==> config.mk <==
export PLATFORM = sky130hd
export DESIGN_NAME = gpio7_port
export DESIGN_NICKNAME = d
export VERILOG_FILES = /design/src/rtl/gpio7_pkg.sv /design/src/rtl/gpio7_sync.sv /design/src/rtl/gpio7_regs.sv /design/src/rtl/gpio7_rdmux.sv /design/src/rtl/gpio7_port.sv
export SDC_FILE = /design/constraint.sdc
export NUM_CORES = 1
export LEC_CHECK = 0
export ABC_AREA = 1
export BUFFER_PORTS_ARGS = -buffer_cell sky130_fd_sc_hd__buf_2
export CAP_MARGIN = 10
export CORE_AREA = 2 2 51 53
export CTS_BUF_LIST = sky130_fd_sc_hd__clkbuf_8
export CTS_CLUSTER_SIZE = 25
export DETAILED_ROUTE_END_ITERATION = 12
export DIE_AREA = 0 0 53 55
export PLACE_DENSITY = 0.78
export SLEW_MARGIN = 5
export SYNTH_ARGS = -nofsm -noshare
export SYNTH_HDL_FRONTEND = slang
export SYNTH_HIERARCHICAL = 1
export SYNTH_SLANG_ARGS = --single-unit
==> constraint.sdc <==
create_clock -name clk -period 0.8 [get_ports clk]
set_input_delay 0.08 -clock clk [delete_from_list [all_inputs] [get_ports clk]]
set_output_delay 0.08 -clock clk [all_outputs]
set_load 0.01 [all_outputs]
==> src/rtl/gpio7_pkg.sv <==
package gpio7_pkg;
  localparam int PORT_W  = 7;
  localparam int DATA_W  = 8;
  localparam int ADDR_W  = 2;
  localparam logic [ADDR_W-1:0] ADDR_DIR_PIN = 2'd0;
  localparam logic [ADDR_W-1:0] ADDR_ODR     = 2'd1;

  // Place a port-wide value on the byte bus with the reserved bits at 0.
  function automatic logic [DATA_W-1:0] to_bus(input logic [PORT_W-1:0] v);
    logic [DATA_W-1:0] r;
    r = '0;
    r[PORT_W-1:0] = v;
    return r;
  endfunction

  // Take the port-wide field of a bus byte; reserved bits are dropped.
  function automatic logic [PORT_W-1:0] from_bus(input logic [DATA_W-1:0] b);
    return b[PORT_W-1:0];
  endfunction
endpackage

==> src/rtl/gpio7_sync.sv <==
module gpio7_sync #(
  parameter int WIDTH  = 7,
  parameter int STAGES = 2
) (
  input  logic             clk,
  input  logic             rst_n,
  input  logic [WIDTH-1:0] d_async,
  output logic [WIDTH-1:0] q_sync
);
  logic [WIDTH-1:0] stage_q [STAGES];

  genvar s;
  generate
    for (s = 0; s < STAGES; s++) begin : g_stage
      always_ff @(posedge clk or negedge rst_n) begin
        if (!rst_n) stage_q[s] <= '0;
        else if (s == 0) stage_q[s] <= d_async;
        else stage_q[s] <= stage_q[(s == 0) ? 0 : s-1];
      end
    end
  endgenerate

  assign q_sync = stage_q[STAGES-1];

  // Cycles since reset, saturating, so the latency check never looks before reset.
  logic [1:0] warm_q;
  always_ff @(posedge clk or negedge rst_n) begin
    if (!rst_n) warm_q <= '0;
    else if (warm_q != 2'd3) warm_q <= warm_q + 2'd1;
  end

  generate
    if (STAGES == 2) begin : g_lat_chk
      AST_SYNC_LATENCY: assert property (@(posedge clk) disable iff (!rst_n)
        (warm_q >= 2'd2) |-> (q_sync == $past(d_async, 2)));
    end
  endgenerate
endmodule

==> src/rtl/gpio7_regs.sv <==
module gpio7_regs
  import gpio7_pkg::*;
#(
  parameter int W = PORT_W
) (
  input  logic         clk,
  input  logic         sys_rst_n,
  input  logic         wr_dir,
  input  logic         wr_odr,
  input  logic [W-1:0] wfield,
  output logic [W-1:0] dir_q,
  output logic [W-1:0] odr_q
);
  // Only the system reset touches these registers; the watchdog reset is not wired in.
  always_ff @(posedge clk or negedge sys_rst_n) begin
    if (!sys_rst_n) dir_q <= '0;
    else if (wr_dir) dir_q <= wfield;
  end

  always_ff @(posedge clk or negedge sys_rst_n) begin
    if (!sys_rst_n) odr_q <= '0;
    else if (wr_odr) odr_q <= wfield;
  end

  AST_DIR_LOAD: assert property (@(posedge clk) disable iff (!sys_rst_n)
    wr_dir |=> (dir_q == $past(wfield)));
  AST_DIR_HOLD: assert property (@(posedge clk) disable iff (!sys_rst_n)
    !wr_dir |=> $stable(dir_q));
  AST_ODR_LOAD: assert property (@(posedge clk) disable iff (!sys_rst_n)
    wr_odr |=> (odr_q == $past(wfield)));
  AST_ODR_HOLD: assert property (@(posedge clk) disable iff (!sys_rst_n)
    !wr_odr |=> $stable(odr_q));
endmodule

==> src/rtl/gpio7_rdmux.sv <==
module gpio7_rdmux
  import gpio7_pkg::*;
(
  input  logic              re,
  input  logic [ADDR_W-1:0] addr,
  input  logic [PORT_W-1:0] pins_sync,
  input  logic [PORT_W-1:0] odr_q,
  output logic [DATA_W-1:0] rdata
);
  always_comb begin
    rdata = '0;
    if (re) begin
      unique case (addr)
        ADDR_DIR_PIN: rdata = to_bus(pins_sync);
        ADDR_ODR:     rdata = to_bus(odr_q);
        default:      rdata = '0;
      endcase
    end
  end

  always_comb begin
    AST_RSVD_READ_ZERO: assert (rdata[DATA_W-1] == 1'b0);
    AST_IDLE_READ_ZERO: assert (re || rdata == '0);
  end
endmodule

==> src/rtl/gpio7_port.sv <==
module gpio7_port
  import gpio7_pkg::*;
(
  input  logic              clk,
  input  logic              sys_rst_n,
  input  logic              wdt_rst_n,
  input  logic [ADDR_W-1:0] bus_addr,
  input  logic [DATA_W-1:0] bus_wdata,
  input  logic              bus_we,
  input  logic              bus_re,
  output logic [DATA_W-1:0] bus_rdata,
  input  logic [PORT_W-1:0] pin_in,
  output logic [PORT_W-1:0] pin_out,
  output logic [PORT_W-1:0] pin_oe
);
  // Named bus events
  logic wr_dir_ev, wr_odr_ev;
  assign wr_dir_ev = bus_we && (bus_addr == ADDR_DIR_PIN);
  assign wr_odr_ev = bus_we && (bus_addr == ADDR_ODR);

  // The synchronizer is cleared by either reset.
  logic sync_rst_n;
  assign sync_rst_n = sys_rst_n & wdt_rst_n;

  logic [PORT_W-1:0] pins_sync, dir_q, odr_q;

  gpio7_sync #(.WIDTH(PORT_W), .STAGES(2)) u_sync (
    .clk     (clk),
    .rst_n   (sync_rst_n),
    .d_async (pin_in),
    .q_sync  (pins_sync)
  );

  gpio7_regs #(.W(PORT_W)) u_regs (
    .clk       (clk),
    .sys_rst_n (sys_rst_n),
    .wr_dir    (wr_dir_ev),
    .wr_odr    (wr_odr_ev),
    .wfield    (from_bus(bus_wdata)),
    .dir_q     (dir_q),
    .odr_q     (odr_q)
  );

  gpio7_rdmux u_rdmux (
    .re        (bus_re),
    .addr      (bus_addr),
    .pins_sync (pins_sync),
    .odr_q     (odr_q),
    .rdata     (bus_rdata)
  );

  assign pin_oe  = dir_q;
  assign pin_out = odr_q;

  AST_RSVD_WRITE_IGNORED: assert property (@(posedge clk) disable iff (!sys_rst_n)
    (bus_we && bus_wdata[DATA_W-1] && bus_addr == ADDR_ODR) |=>
      (bus_rdata[DATA_W-1] == 1'b0));
  AST_WDT_KEEPS_OE: assert property (@(posedge clk) disable iff (!sys_rst_n)
    (!wdt_rst_n && !bus_we) |=> $stable(pin_oe));
  AST_WDT_KEEPS_OUT: assert property (@(posedge clk) disable iff (!sys_rst_n)
    (!wdt_rst_n && !bus_we) |=> $stable(pin_out));
  AST_UNUSED_WRITE: assert property (@(posedge clk) disable iff (!sys_rst_n)
    (bus_we && bus_addr[1]) |=> ($stable(pin_oe) && $stable(pin_out)));
endmodule

* Yosys cells after proc, flatten, opt, wreduce, memory -nomap -nowiden
Index checks and enable logic that the tools add are counted.
Storage, ports and cells: output and inout bits 22, input port bits 22, logic and storage cells 11, bits in registers 28
Cells by class: eq/ne operators 1, multiplexer cells 2, reductions and logical operators 3, bitwise gates (word level) 1
Operators with widths (count):
- $pmux W7 S2 | 1
- $mux W8 | 1
- $eq A2 B1 Y1 const B | 1
- $logic_and A1 B1 Y1 | 2
- $logic_not A2 Y1 | 1
- $and A1 B1 Y1 | 1

* Depth between registers and ports, before layout
depth after elaboration 3, gate-level depth with buffers 7, depth with buffers taken out 6

* By module
The synthesis kept the hierarchy.
Modules (own cells, without submodules):
- gpio7_regs | cells an instance 60, instances 1, sequential area each 350.3 um2, area an instance 538.0 um2
- gpio7_sync | cells an instance 21, instances 1, sequential area each 350.3 um2, area an instance 402.9 um2
- gpio7_rdmux | cells an instance 27, instances 1, sequential area each 0.0 um2, area an instance 146.4 um2
- gpio7_port | cells an instance 7, instances 1, sequential area each 0.0 um2, area an instance 26.3 um2

* Least setup slack after synthesis
Ideal clock, no wire load.
path type reg-to-output, from register u_regs.odr_q[0], to output bus_rdata[0], data arrival time 0.705 ns, path buffers 0, stages on the path, launching flop included 3, path slack 0.015 ns, path through dfrtp_1 nand3_1 a21oi_1
On the way: cells in the longest elaborated chain, start to end 2
Ends and longest elaborated chain:
- start: declaration | line gpio7_regs.sv:12 | output logic [W-1:0] odr_q
- start signal: assignment | line gpio7_regs.sv:22 | else if (wr_odr) odr_q <= wfield;
- $pmux W7 S2 | line gpio7_rdmux.sv:13 | unique case (addr)
- $mux W8 | line gpio7_rdmux.sv:12 | if (re) begin
- end: declaration | line gpio7_port.sv:11 | output logic [DATA_W-1:0] bus_rdata,
No other way between the ends.

* Worst setup path in the final report
from register u_regs.odr_q[1], to output bus_rdata[1]
Same word-level chain as after synthesis.

==> flow_summary.toml <==
[timing]
finalSetupTns_ns = -3.94
timing.final.crit_share_pct = 137
setup-violations-final = 24
hold-worst-slack_ns = 0.0347
rsz0062_at_grt = "true"
finalHoldViolations = 0
fin_crit_ns = 1.10
slew_violations = 0
max_freq_mhz = 910
fin_ws_ns = -0.299
clock_skew_ns = 0.00694

[final_layout]
drive_gt1_share_pct = 43.7
antenna_cells_inserted = 0
nNetsFinal = 198
area.growth.synth_to_final_pct = 47.3
layout_commonest_cell = "nand2_1"
fillers = 191
final_cell_mix = "49 x nand2_1, 34 x buf_2, 28 x dfrtp_1"
finalNonFillerCells = 204
fin_area_sq_um = 1640

[global_route]
grt_max_degree = 15
grt_pass1_vias = 812
grt_pass1_wl_microns = 3660
grt_overflow = 0
grt.total_usage_pct = 17.6
antenna_found_initial = 0

[synthesis]
avgSynthCellArea_sq_um = 9.68
synth_compound_area_share_pct = 3.15
synthSimpleGateAreaFrac_pct = 23.1
synthAdderAreaFrac_pct = 0
synth_xor_area_share_pct = 0
syn_inst = 115
mappedNetlistArea_sq_um = 1110
ys_warn_count = 6
syn_nets = 137
ys_ff_latch = 28
muxShareOfSynthArea_pct = 0
synth_seq_area_share_pct = 62.9
ys_types = 11
synth_top_family_by_area = "simple AND/OR/NAND/NOR gates"

[routing]
drt_iter0_drc = 23
drtPass1Iterations = 4
wl_microns = 2460
postRouteAntennaNets = 0
vias = 925
drcViolationCount = 0
wl_per_cell_microns = 12.1
avgViaCountPerCell = 4.53

[die]
fp.dieH_microns = 55
die_area_sq_um = 2920
start_util_pct = 47.1
die_w_microns = 53
placement_rows = 18
coreArea_sq_um = 2360
ios = 44

[cts]
cts_root_buf = "clkbuf_8"
clk_pin_slew_worst_paths_ns = 0.09
cts_buffer_depth = 2
cts_buffers = 3
cts_tree = "built"
cts.sinks = 28
clkLatencyLatePin_ns = 0.26
htreeDepth = 1

[placement]
numPortBuffers = 41
post_dp_cell_area_sq_um = 1360
placedCellCount = 186
gp_congestion = 0.754
hpwl_microns = 1790

[setup_path]
start_kind = "flip-flop"
reg2reg_to = "u_regs/odr_q[0]"
crit_required_ns = 0.72
startpoint = "u_regs/odr_q[1]"
cp-end-kind = "output pin"
rr_worst_depth = 4
crit_fanout = 2
r2r_setup_slack_ns = -0.07
path_class = "flip-flop to output pin"
crit_end = "bus_rdata[1]"
rr_startpoint = "u_regs/odr_q[0]"
worst_ep_arrival_time_ns = 1.02

[pwr]
max-vdd-ir-drop_v = 0.00151
power_leakage_nw = 0.879
p_per_area_nw_per_um2 = 1950

[worst_hold_path]
hold_class = "primary input to flip-flop"

[run_status]
violations = "negative setup slack"
status = "finished with violations"

[flow_run]
maxCapViolCount = 0
-- logic make-up after synthesis --
kind of cell / after synthesis
buffers and inverters: 17
AOI/OAI and AO/OA: 7
other: 1
DFF: 28
and+or+nand+nor: 62
-- per-layer routing --
metal / track usage [%] / share of wire [%]
met1: 24.5 / 43
met2: 27.5 / 51
met4: 7.26 / 0.77
met5: 0 / 0
met3: 2.96 / 4.8
-- stage by stage --
stage	power, mW	utilization (%)	setup WS, ns
floorplan	1.94	-	0.0149
global placement	2.23	57.4	-0.0593
detailed placement	2.26	57.4	-0.111
CTS	3.12	66.2	-0.297
global route	3.36	69.4	-0.356
finish	3.19	69.4	-0.299
-- sequential cells by signal, indices dropped and copies added, names as in the netlist --
register	flops
u_regs/odr_q	7
u_sync/q_sync	7
u_sync/stage_q	7
u_regs/dir_q	7
-- worst max-delay path, cell delays in order (launching register included) --
cell	delay, ns
dfrtp_1	0.39
nand3_1	0.09
a21oi_1	0.12
buf_2	0.15
-- Yosys cell counts, drive strengths merged --
| cell type | instances | area, sq um |
|---|---|---|
| inv | 6 | 22.5 |
| conb | 1 | 3.75 |
| a21oi | 7 | 35.0 |
| nand3 | 7 | 35.0 |
| buf | 11 | 93.8 |
| dfrtp | 28 | 701 |
| nand2 | 52 | 195 |
| nor2 | 3 | 27.5 |
-- how the worst min path moves through the flow --
stage / startpoint / end / slack (ns) / cells after the start
floorplan: sys_rst_n / u_regs/dir_q[0] / -0.22 / 0
global placement: sys_rst_n / u_regs/dir_q[0] / 0.06 / 2
detailed placement: sys_rst_n / u_regs/dir_q[4] / 0.06 / 2
CTS: bus_wdata[1] / u_regs/odr_q[1] / 0.03 / 3
global route: bus_wdata[1] / u_regs/dir_q[1] / 0.03 / 3
finish: bus_wdata[2] / u_regs/odr_q[2] / 0.03 / 3
-- power breakdown --
group / total (mW) / switching [mW] / leakage [nW] / internal, mW
clock: 0.710 / 0.374 / 0.0216 / 0.336
combinational: 0.837 / 0.373 / 0.512 / 0.464
sequential: 1.65 / 0.0844 / 0.346 / 1.56
total: 3.19 / 0.831 / 0.879 / 2.36
-- timing repair --
action                                  4_1_cts  5_1_grt
resized for setup                            12       12
pin swaps                                    14        3
hold endpoints to repair                     35        0
buffers inserted                              2        4
hold buffers                                  9        0
endpoints found under the setup margin       21       37
-- final cells by class --
cell class                 count  area (sq um)  area share, %
clock buffer                   3          41.3           2.52
sequential                    28           701           42.7
inverter                       6          26.3           1.60
timing repair buffer          67           502           30.6
tap                           30          37.5           2.29
multi-input combinational     70           333           20.3
No activity file was read; power rests on OpenSTA's default activity.
